### src/rtl/irq_arb_pkg.sv
package irq_arb_pkg;
  typedef logic [1:0] lvl_t;
  localparam lvl_t LVL_OFF = 2'd0;
  localparam lvl_t LVL_TOP = 2'd3;
endpackage

### src/rtl/irq_pend_latch.sv
module irq_pend_latch #(
  parameter int N     = 16,
  parameter int RSV_N = 2
) (
  input  logic         clk_i,
  input  logic         rst_ni,
  input  logic [N-1:0] irq_i,
  input  logic [N-1:0] clr_i,
  output logic [N-1:0] pend_o,
  output logic [N-1:0] pend_nxt_o
);
  logic [N-1:0] irq_q, pend_q, rise, use_mask;

  for (genvar g = 0; g < N; g++) begin : g_mask
    if (g < RSV_N) begin : g_rsv
      assign use_mask[g] = 1'b0;
    end else begin : g_use
      assign use_mask[g] = 1'b1;
    end
  end

  assign rise       = irq_i & ~irq_q & use_mask;
  assign pend_nxt_o = (pend_q & ~clr_i) | rise;
  assign pend_o     = pend_q;

  always_ff @(posedge clk_i or negedge rst_ni) begin
    if (!rst_ni) begin
      irq_q  <= '0;
      pend_q <= '0;
    end else begin
      irq_q  <= irq_i;
      pend_q <= pend_nxt_o;
    end
  end

  assert_rsv_never_R5: assert property (@(posedge clk_i) disable iff (!rst_ni)
    pend_q[RSV_N-1:0] == '0);

  assert_clear_only_R10: assert property (@(posedge clk_i) disable iff (!rst_ni)
    1'b1 |=> (pend_q & $past(clr_i & ~rise)) == '0);
endmodule

### src/rtl/irq_level_regs.sv
module irq_level_regs
  import irq_arb_pkg::*;
#(
  parameter int N       = 16,
  parameter int VEC_W   = 4,
  parameter int ADDR_W  = 21,
  parameter int RSV_N   = 2,
  parameter int FIX_HI  = 5,
  parameter logic [ADDR_W-1:0] VBA_RST = '0
) (
  input  logic              clk_i,
  input  logic              rst_ni,
  input  logic              lvl_we_i,
  input  logic [VEC_W-1:0]  lvl_idx_i,
  input  lvl_t              lvl_wdata_i,
  input  logic              vba_we_i,
  input  logic [ADDR_W-1:0] vba_wdata_i,
  output lvl_t [N-1:0]      lvl_o,
  output logic [ADDR_W-1:0] vba_o
);
  logic [ADDR_W-1:0] vba_q;

  for (genvar g = 0; g < N; g++) begin : g_lvl
    if (g < RSV_N) begin : g_rsv
      assign lvl_o[g] = LVL_OFF;
    end else if (g <= FIX_HI) begin : g_fix
      assign lvl_o[g] = LVL_TOP;
    end else begin : g_prog
      lvl_t lvl_q;
      always_ff @(posedge clk_i or negedge rst_ni) begin
        if (!rst_ni) lvl_q <= LVL_OFF;
        else if (lvl_we_i && lvl_idx_i == VEC_W'(g)) lvl_q <= lvl_wdata_i;
      end
      assign lvl_o[g] = lvl_q;
    end
  end

  always_ff @(posedge clk_i or negedge rst_ni) begin
    if (!rst_ni) vba_q <= VBA_RST;
    else if (vba_we_i) vba_q <= vba_wdata_i;
  end
  assign vba_o = vba_q;

  assert_fixed_top_R6: assert property (@(posedge clk_i) disable iff (!rst_ni)
    lvl_o[FIX_HI] == LVL_TOP && lvl_o[RSV_N] == LVL_TOP);
endmodule

### src/rtl/irq_select.sv
module irq_select
  import irq_arb_pkg::*;
#(
  parameter int N     = 16,
  parameter int VEC_W = 4,
  parameter int RSV_N = 2
) (
  input  logic [N-1:0]     pend_i,
  input  lvl_t [N-1:0]     lvl_i,
  output logic             hit_o,
  output logic [VEC_W-1:0] idx_o,
  output lvl_t             lvl_o
);
  // descending scan with >= lets the lower index take ties
  always_comb begin
    hit_o = 1'b0;
    idx_o = '0;
    lvl_o = LVL_OFF;
    for (int i = N - 1; i >= RSV_N; i--) begin
      if (pend_i[i] && lvl_i[i] != LVL_OFF && lvl_i[i] >= lvl_o) begin
        hit_o = 1'b1;
        idx_o = VEC_W'(i);
        lvl_o = lvl_i[i];
      end
    end
  end
endmodule

### src/rtl/irq_prio_arb.sv
module irq_prio_arb
  import irq_arb_pkg::*;
#(
  parameter int NUM_VEC = 16,
  parameter int ADDR_W  = 21,
  parameter int RSV_N   = 2,
  parameter int FIX_HI  = 5,
  parameter logic [ADDR_W-1:0] VBA_RST = 21'h02_0000,
  localparam int VEC_W  = $clog2(NUM_VEC)
) (
  input  logic              clk_i,
  input  logic              rst_ni,
  input  logic [NUM_VEC-1:0] irq_i,
  input  logic              ack_i,
  input  logic              lvl_we_i,
  input  logic [VEC_W-1:0]  lvl_idx_i,
  input  logic [1:0]        lvl_wdata_i,
  input  logic              vba_we_i,
  input  logic [ADDR_W-1:0] vba_wdata_i,
  output logic              valid_o,
  output logic [VEC_W-1:0]  vec_o,
  output logic [ADDR_W-1:0] addr_o
);
  logic [NUM_VEC-1:0] pend, pend_nxt, clr;
  lvl_t [NUM_VEC-1:0] lvl;
  logic [ADDR_W-1:0]  vba, off;
  logic               sel_hit, load;
  logic [VEC_W-1:0]   sel_idx;
  lvl_t               sel_lvl, lvl_q;
  logic               valid_q;
  logic [VEC_W-1:0]   vec_q;
  logic [ADDR_W-1:0]  addr_q;

  assign load = !valid_q || ack_i;
  assign clr  = (valid_q && ack_i) ? (NUM_VEC'(1) << vec_q) : '0;
  assign off  = {{(ADDR_W-VEC_W-1){1'b0}}, sel_idx, 1'b0};

  irq_pend_latch #(.N(NUM_VEC), .RSV_N(RSV_N)) u_latch (
    .clk_i, .rst_ni, .irq_i, .clr_i(clr), .pend_o(pend), .pend_nxt_o(pend_nxt)
  );

  irq_level_regs #(
    .N(NUM_VEC), .VEC_W(VEC_W), .ADDR_W(ADDR_W), .RSV_N(RSV_N),
    .FIX_HI(FIX_HI), .VBA_RST(VBA_RST)
  ) u_regs (
    .clk_i, .rst_ni, .lvl_we_i, .lvl_idx_i, .lvl_wdata_i,
    .vba_we_i, .vba_wdata_i, .lvl_o(lvl), .vba_o(vba)
  );

  irq_select #(.N(NUM_VEC), .VEC_W(VEC_W), .RSV_N(RSV_N)) u_sel (
    .pend_i(pend_nxt), .lvl_i(lvl), .hit_o(sel_hit), .idx_o(sel_idx), .lvl_o(sel_lvl)
  );

  always_ff @(posedge clk_i or negedge rst_ni) begin
    if (!rst_ni) begin
      valid_q <= 1'b0;
      vec_q   <= '0;
      addr_q  <= '0;
      lvl_q   <= LVL_OFF;
    end else if (load) begin
      valid_q <= sel_hit;
      vec_q   <= sel_idx;
      addr_q  <= vba + off;
      lvl_q   <= sel_lvl;
    end
  end

  assign valid_o = valid_q;
  assign vec_o   = vec_q;
  assign addr_o  = addr_q;

  assert_hold_R9: assert property (@(posedge clk_i) disable iff (!rst_ni)
    valid_o && !ack_i |=> valid_o && $stable(vec_o) && $stable(addr_o));

  assert_no_rsv_grant_R5: assert property (@(posedge clk_i) disable iff (!rst_ni)
    valid_o |-> vec_o >= VEC_W'(RSV_N));

  assert_grant_pending_R10: assert property (@(posedge clk_i) disable iff (!rst_ni)
    valid_o |-> pend[vec_o]);

  assert_active_level_R7: assert property (@(posedge clk_i) disable iff (!rst_ni)
    valid_o |-> lvl_q != LVL_OFF);

  assert_addr_even_R8: assert property (@(posedge clk_i) disable iff (!rst_ni)
    valid_o && $past(load) |-> addr_o == $past(vba) + {{(ADDR_W-VEC_W-1){1'b0}}, vec_o, 1'b0});
endmodule

### config.mk
export PLATFORM = sky130hd
export DESIGN_NAME = irq_prio_arb
export DESIGN_NICKNAME = d
export VERILOG_FILES = /design/src/rtl/irq_arb_pkg.sv /design/src/rtl/irq_pend_latch.sv /design/src/rtl/irq_level_regs.sv /design/src/rtl/irq_select.sv /design/src/rtl/irq_prio_arb.sv
export SDC_FILE = /design/constraint.sdc
export NUM_CORES = 1
export LEC_CHECK = 0
export ABC_AREA = 1
export BUFFER_PORTS_ARGS = -buffer_cell sky130_fd_sc_hd__buf_2
export CORE_MARGIN = 2
export CORE_UTILIZATION = 52
export CTS_CLUSTER_SIZE = 12
export DETAILED_ROUTE_END_ITERATION = 8
export GPL_TIMING_DRIVEN = 0
export PLACE_DENSITY = 0.82
export SYNTH_ARGS = -nofsm -noshare
export SYNTH_HDL_FRONTEND = slang
export SYNTH_SLANG_ARGS = --single-unit
### constraint.sdc
create_clock -name clk_i -period 9.65 [get_ports clk_i]
set_input_delay 1.93 -clock clk_i [delete_from_list [all_inputs] [get_ports clk_i]]
set_output_delay 1.93 -clock clk_i [all_outputs]
set_load 0.01 [all_outputs]
==> run summary, run 1 <==
Outcome
• **status** finished with violations
• **violated checks** setup timing

Worst setup path
• **Crit-path slowest cell** sky130_fd_sc_hd__ha_1
• **sort of element at the start of the critical path** primary input
• **cell repeated most along the worst path** sky130_fd_sc_hd__nand2_2
• **maximum cell stage delay along the critical path** 310 ps
• **category of the most critical setup path** in2reg
• **data arrival time at the worst-slack endpoint** 12840 ps
• **cell family with the largest share of critical-path delay** simple AND/OR/NAND/NOR gates
• **Worst Path Buf+Inv** 10
• **CP Capture Type** register
• **required time reported for the critical path endpoint** 9900 ps
• **Worst Path Max Fanout** 5
• **register-to-register path setup slack** -1910 ps

Route
• **per-cell via count in the routed design** 5.36
• **highest routing layer actually used** met4
• **wire length on met2** 7410 um
• **via count** 4676
• **WL final** 14100 um
• **1st-pass router iterations** 6
• **met3 layer wire length in the routed design** 629 um
• **detail-routed net length per standard cell** 16.2 um
• **residual DRC count** 0
• **count of antenna-violating nets left after detailed routing** 0
• **routed length on met1** 5510 um
• **DRT iter0 DRCs** 184

Clock tree
• **H-tree depth** 3
• **clock latency on the worst-skew pair** 380 ps
• **Max Root-Sink Buffers** 2
• **TritonCTS clock tree** built
• **sinks on the clock net** 95
• **total CTS buffers** 9
• **hold buffer count at cts** 0
• **cell at the root of the clock tree** sky130_fd_sc_hd__clkbuf_8
• **clock transition at the register clock pins on the worst setup and hold paths after CTS** 110 ps

GRT
• **pin count of the biggest net entering global routing** 51
• **antenna violations before repair** 0
• **global-route wire length before repair** 21200 um
• **total global routing overflow** 0
• **all-layer global routing usage** 26.4%
• **vias in the first global route** 4706

Synthesis
• **count of flip-flops with a built-in enable after synthesis** 0
• **synthesized instance count** 577
• **Seq/Total Area, Yosys** 47.9%
• **Mean Syn Cell Area** 8.60 um2
• **number of nets produced by synthesis** 646
• **flip-flop and latch count after synthesis** 95
• **Cell variety after synth** 43
• **ys flop type** sky130_fd_sc_hd__dfrtp_1
• **Synth Cell Area** 4960 um2
• **proportion of synthesized flip-flops having asynchronous set or reset** 100%
• **Synthesis Warnings** 0

Power
• **total power consumption of the routed design** 1.88 mW
• **maximum VDD drop** 0.000159 V
• **Comb pwr share** 59.9%
• **leakage** 3.32 nW
• **switching portion of total power** 42.1%
• **net load switching power** 791 uW
• **Power Internal** 1.09 mW
• **Power Dens Cells** 274 nW/um2
• **clock network fraction of design power** 13.8%
• **Reg power frac** 26.3%

Final layout
• **number of nets in the finished design** 808
• **commonest non-fill, non-tap cell in the layout** sky130_fd_sc_hd__nand2_1
• **multi-input logic area** 2770 um2
• **flip-flop and latch area** 2380 um2
• **most frequent cells in the layout** sky130_fd_sc_hd__nand2_1, sky130_fd_sc_hd__dfrtp_1, sky130_fd_sc_hd__inv_1, sky130_fd_sc_hd__buf_4, sky130_fd_sc_hd__buf_2
• **count of fill cells added during filler insertion** 606
• **fraction of final layout cells sized beyond drive strength 1** 41.8%
• **fin cells** 873
• **final cell utilization of the core** 74.3%
• **area grow syn2layout** 38.3%
• **ANT cells** 0

Timing
• **Final Slew Violations** 0
• **Final period util** 130%
• **setup repair after global routing missed its margin** yes
• **slew of the pin with the lowest slew margin** 620 ps
• **relative slew slack** 58.6%
• **tightest hold margin** 471 ps
• **final critical delay including setup and external delays** 12590 ps
• **number of failing setup endpoints in the final timing report** 25
• **maximum clock skew at final layout** 16.3 ps
• **least setup slack across all paths after layout** -2940 ps
• **achievable frequency** 79.4 MHz
• **Fin. Hold Viols** 0

Floorplanning
• **effective utilization at floorplan** 53.7%
• **I/O pins** 74
• **floorplan die area** 10300 um2
• **width of the chip** 102 um
• **row count** 35
• **area inside the core boundary** 9240 um2
• **height of the die** 102 um

Placed design
• **final estimated routing congestion in global placement** 0.907
• **Port-buffer cells** 71
• **worst slack at placement** -3840 ps
• **hpwl dp** 8620 um
• **Inst Count DP** 778

Flow run
• **max-cap violations** 0

Min path
• **type of the tightest min-delay check** reg2reg

metal layers:
| metal | vias to the layer above | track usage [%] |
|---|---|---|
| li1 | 2181 | - |
| met1 | 2266 | 29.3 |
| met2 | 172 | 48.7 |
| met3 | 57 | 3.80 |
| met4 | 0 | 13.7 |
| met5 | - | 0 |
synth_stat cells (3+ instances only):
library cell	number	area, um2
sky130_fd_sc_hd__clkbuf_1	7	26.3
sky130_fd_sc_hd__ha_1	20	250
sky130_fd_sc_hd__nor2_1	36	135
sky130_fd_sc_hd__dfrtp_1	94	2350
sky130_fd_sc_hd__mux2_2	10	113
sky130_fd_sc_hd__o21ai_1	10	50.1
sky130_fd_sc_hd__nand4_1	4	25.0
sky130_fd_sc_hd__o21a_1	4	30.0
sky130_fd_sc_hd__a21oi_1	7	35.0
sky130_fd_sc_hd__o21ai_0	60	300
sky130_fd_sc_hd__nand2_1	145	544
sky130_fd_sc_hd__nand3_2	8	80.1
sky130_fd_sc_hd__inv_2	3	11.3
sky130_fd_sc_hd__nor2_2	5	31.3
sky130_fd_sc_hd__nand2_2	11	68.8
sky130_fd_sc_hd__nand3_1	19	95.1
sky130_fd_sc_hd__xor2_1	14	123
sky130_fd_sc_hd__nor3_2	3	30.0
sky130_fd_sc_hd__inv_1	81	304
sky130_fd_sc_hd__o21ai_2	7	61.3
power by group through the flow:
stage	logic (mW)	registers [mW]	clock network (mW)
5_1_grt	1.21	0.500	0.272
3_5_place_dp	0.590	0.495	0
6_report	1.13	0.495	0.258
2_1_floorplan	0.441	0.493	0
4_1_cts	0.858	0.489	0.258
3_3_place_gp	0.548	0.491	0
final timing paths:
kind	from	endpoint	cells after the start
setup / recovery	ack_i	addr_o[18]	89
hold / removal	u_latch.irq_q[8]	u_latch.pend_o[8]	1
setup reg to reg	vec_o[2]	addr_o[18]	88
hold reg to reg	u_latch.irq_q[8]	u_latch.pend_o[8]	1
max in group asynchronous	rst_ni	u_regs.vba_o[17]	2
min in group asynchronous	rst_ni	u_latch.pend_o[14]	1
logic make-up after synthesis:
logic type	after synthesis	share of synthesized area (%)
compound gates	100	11.8
flops	95	47.9
xor+xnor	14	2.47
mux	10	2.27
simple gates	244	22.8
buf+inv	93	7.26
fa+ha+maj	21	5.44
flip-flops by register name, indices dropped and copies added, names as in the netlist:
signal                     flops
addr_o                        21
u_regs.vba_o                  21
u_regs.g_lvl.g_prog.lvl_q     20
u_latch.irq_q                 14
u_latch.pend_o                14
vec_o                          4
valid_o                        1
what timing repair did:
action,CTS,global route
pin swaps,61,61
gates resized for setup,55,44
setup buffers,54,28
endpoints found under the setup margin,25,25
final cells by class:
class | instances | share of cell area [%]
timing repair buffer | 151 | 14.6
inverter | 84 | 4.59
tap | 129 | 2.35
clock inverter | 7 | 0.984
sequential | 95 | 34.6
clock buffer | 9 | 1.80
buffer | 9 | 0.656
multi-input combinational | 389 | 40.4
through the flow:
stage                     cell area (um2)  TNS [ps]
after global routing                 6870    -68070
final                                6870    -54140
after CTS                            6440    -39320
after global placement               5610    -59350
after detailed placement             5640    -72200
after floorplan                      5090    -33310
Power figures use the tool's default switching activity.
==> inputs of run 2 (changes only) <==
BUFFER_PORTS_ARGS = unset   (was -buffer_cell sky130_fd_sc_hd__buf_2)
CAP_MARGIN = 25   (was unset)
CORE_UTILIZATION = 57   (was 52)
CTS_CLUSTER_SIZE = unset   (was 12)
DONT_BUFFER_PORTS = 1   (was unset)
PLACE_DENSITY = 0.8   (was 0.82)
==> run summary, run 2 (synthesis results as in run 1) <==
Outcome
• **status** finished with violations, unchanged
• **violated checks** setup timing, unchanged

Worst setup path
• **maximum cell stage delay along the critical path** 300 ps, was 310 ps
• **Critical Path Sink** addr_o[20], was addr_o[18]
• **data arrival time at the worst-slack endpoint** 12760 ps, was 12840 ps
• **category of the most critical setup path** in2reg, unchanged
• **source of the critical timing path** ack_i, unchanged
• **register-to-register path setup slack** -2040 ps, was -1910 ps
• **CP Capture Type** register, unchanged
• **required time reported for the critical path endpoint** 9890 ps, was 9900 ps
• **endpoint of the lowest-slack register-to-register path** addr_o[20], was addr_o[18]
• **Crit-path slowest cell** sky130_fd_sc_hd__ha_1, unchanged
• **cell repeated most along the worst path** sky130_fd_sc_hd__nand2_2, unchanged
• **sort of element at the start of the critical path** primary input, unchanged
• **R2R Path Start** vec_o[0], was vec_o[2]
• **cell count of the worst reg-to-reg path** 89, was 88
• **Worst Path Max Fanout** 5, unchanged

Floorplanning
• **area inside the core boundary** 8590 um2, was 9240 um2
• **I/O pins** 74, unchanged
• **effective utilization at floorplan** 57.8%, was 53.7%
• **width of the chip** 97.3 um, was 102 um
• **row count** 34, was 35
• **height of the die** 97.3 um, was 102 um
• **floorplan die area** 9470 um2, was 10300 um2

Final layout
• **fraction of final layout cells sized beyond drive strength 1** 34.6%, was 41.8%
• **count of fill cells added during filler insertion** 580, was 606
• **commonest non-fill, non-tap cell in the layout** sky130_fd_sc_hd__nand2_1, unchanged
• **number of nets in the finished design** 721, was 808
• **multi-input logic area** 2760 um2, was 2770 um2
• **flip-flop and latch area** 2380 um2, unchanged
• **Finished Cell Area** 6370 um2, was 6870 um2
• **final cell utilization of the core** 74.1%, was 74.3%
• **ANT cells** 0, unchanged
• **area grow syn2layout** 28.3%, was 38.3%
• **most frequent cells in the layout** sky130_fd_sc_hd__nand2_1, sky130_fd_sc_hd__dfrtp_1, sky130_fd_sc_hd__inv_1, was sky130_fd_sc_hd__nand2_1, sky130_fd_sc_hd__dfrtp_1, sky130_fd_sc_hd__inv_1, sky130_fd_sc_hd__buf_4, sky130_fd_sc_hd__buf_2

Timing
• **relative slew slack** 62.2%, was 58.6%
• **achievable frequency** 79.9 MHz, was 79.4 MHz
• **least setup slack across all paths after layout** -2870 ps, was -2940 ps
• **Final Slew Violations** 0, unchanged
• **Fin. Hold Viols** 0, unchanged
• **tightest hold margin** 469 ps, was 471 ps
• **number of failing setup endpoints in the final timing report** 25, unchanged
• **Final period util** 130%, about the same
• **slew of the pin with the lowest slew margin** 561 ps, was 620 ps
• **maximum clock skew at final layout** 9.85 ps, was 16.3 ps
• **final critical delay including setup and external delays** 12520 ps, was 12590 ps
• **setup repair after global routing missed its margin** yes, unchanged

Power
• **total power consumption of the routed design** 1.76 mW, was 1.88 mW
• **Power Dens Cells** 276 nW/um2, was 274 nW/um2
• **maximum VDD drop** 0.000158 V, was 0.000159 V
• **leakage** 2.99 nW, was 3.32 nW

Min path
• **type of the tightest min-delay check** reg2reg, unchanged

Clock tree
• **hold buffer count at cts** 0, unchanged
• **clock transition at the register clock pins on the worst setup and hold paths after CTS** 100 ps, was 110 ps
• **sinks on the clock net** 95, unchanged
• **cell at the root of the clock tree** sky130_fd_sc_hd__clkbuf_8, unchanged
• **Max Root-Sink Buffers** 2, unchanged
• **total CTS buffers** 9, unchanged
• **clock latency on the worst-skew pair** 370 ps, was 380 ps
• **H-tree depth** 3, unchanged
• **TritonCTS clock tree** built, unchanged

Placed design
• **hpwl dp** 8000 um, was 8620 um
• **final estimated routing congestion in global placement** 0.888, was 0.907
• **dpl cell area** 5230 um2, was 5640 um2
• **Port-buffer cells** 0, was 71

Route
• **count of antenna-violating nets left after detailed routing** 0, unchanged
• **detail-routed net length per standard cell** 18.0 um, was 16.2 um
• **residual DRC count** 0, unchanged
• **per-cell via count in the routed design** 5.69, was 5.36
• **1st-pass router iterations** 6, unchanged
• **WL final** 13800 um, was 14100 um
• **DRT iter0 DRCs** 246, was 184
• **via count** 4356, was 4676

GRT
• **all-layer global routing usage** 25.9%, was 26.4%
• **pin count of the biggest net entering global routing** 96, was 51
• **antenna violations before repair** 0, unchanged
• **total global routing overflow** 0, unchanged
• **vias in the first global route** 4272, was 4706
• **global-route wire length before repair** 19700 um, was 21200 um

Flow run
• **max-cap violations** 0, unchanged

[run 2: per-layer routing]
layer	vias to the layer above	GRT usage (%)	part of all wire [%]
li1	1999	-	-
met1	2144	29.5	36
met2	164	48.0	55
met3	49	5.18	5.5
met4	0	9.19	3.5
met5	-	0	0
[run 2: critical path, delay by kind of cell]
family,cells,cell delay [ps]
AOI/OAI and AO/OA,19,2370
xor gates and xnor gates,1,180
and+or+nand+nor,52,5150
buffers and inverters,7,440
adders and majority gates,10,2620
[run 2: area by class of cell]
cell class	instances	area share, %
repair buffers	64	8.27
multi-input cells	389	43.3
inverters	84	4.95
clock buffers	11	2.38
flip-flops and latches	95	37.3
clock inverters	5	0.884
well taps	108	2.12
plain buffers	9	0.707
[run 2: worst min-delay path by stage]
stage | startpoint | depth (start not counted) | slack [ps] | to
after global placement | u_latch.irq_q[8] | 1 | 430 | u_latch.pend_o[8]
after floorplan | u_latch.irq_q[8] | 1 | 410 | u_latch.pend_o[8]
after CTS | u_latch.irq_q[11] | 1 | 450 | u_latch.pend_o[11]
final | u_latch.irq_q[11] | 1 | 470 | u_latch.pend_o[11]
after global routing | u_latch.irq_q[11] | 1 | 470 | u_latch.pend_o[11]
after detailed placement | u_latch.irq_q[8] | 1 | 430 | u_latch.pend_o[8]
[run 2: timing repair]
| item | 4_1_cts | 5_1_grt |
|---|---|---|
| pin swaps | 57 | 79 |
| buffers inserted | 43 | 24 |
| gates resized for setup | 35 | 65 |
| endpoints found under the setup margin | 25 | 25 |
[run 2: power breakdown]
part	switching (mW)	internal (mW)
sequential	0.0588	0.447
combinational	0.524	0.450
clock	0.144	0.134
total	0.727	1.03
[run 2: metrics by stage]
step	setup WS (ps)	std cells	TNS [ps]
6_report	-2870	765	-52190
5_1_grt	-3380	765	-64250
2_1_floorplan	-2120	577	-33310
3_5_place_dp	-3370	685	-61910
3_3_place_gp	-3060	685	-54300
4_1_cts	-2090	744	-35830
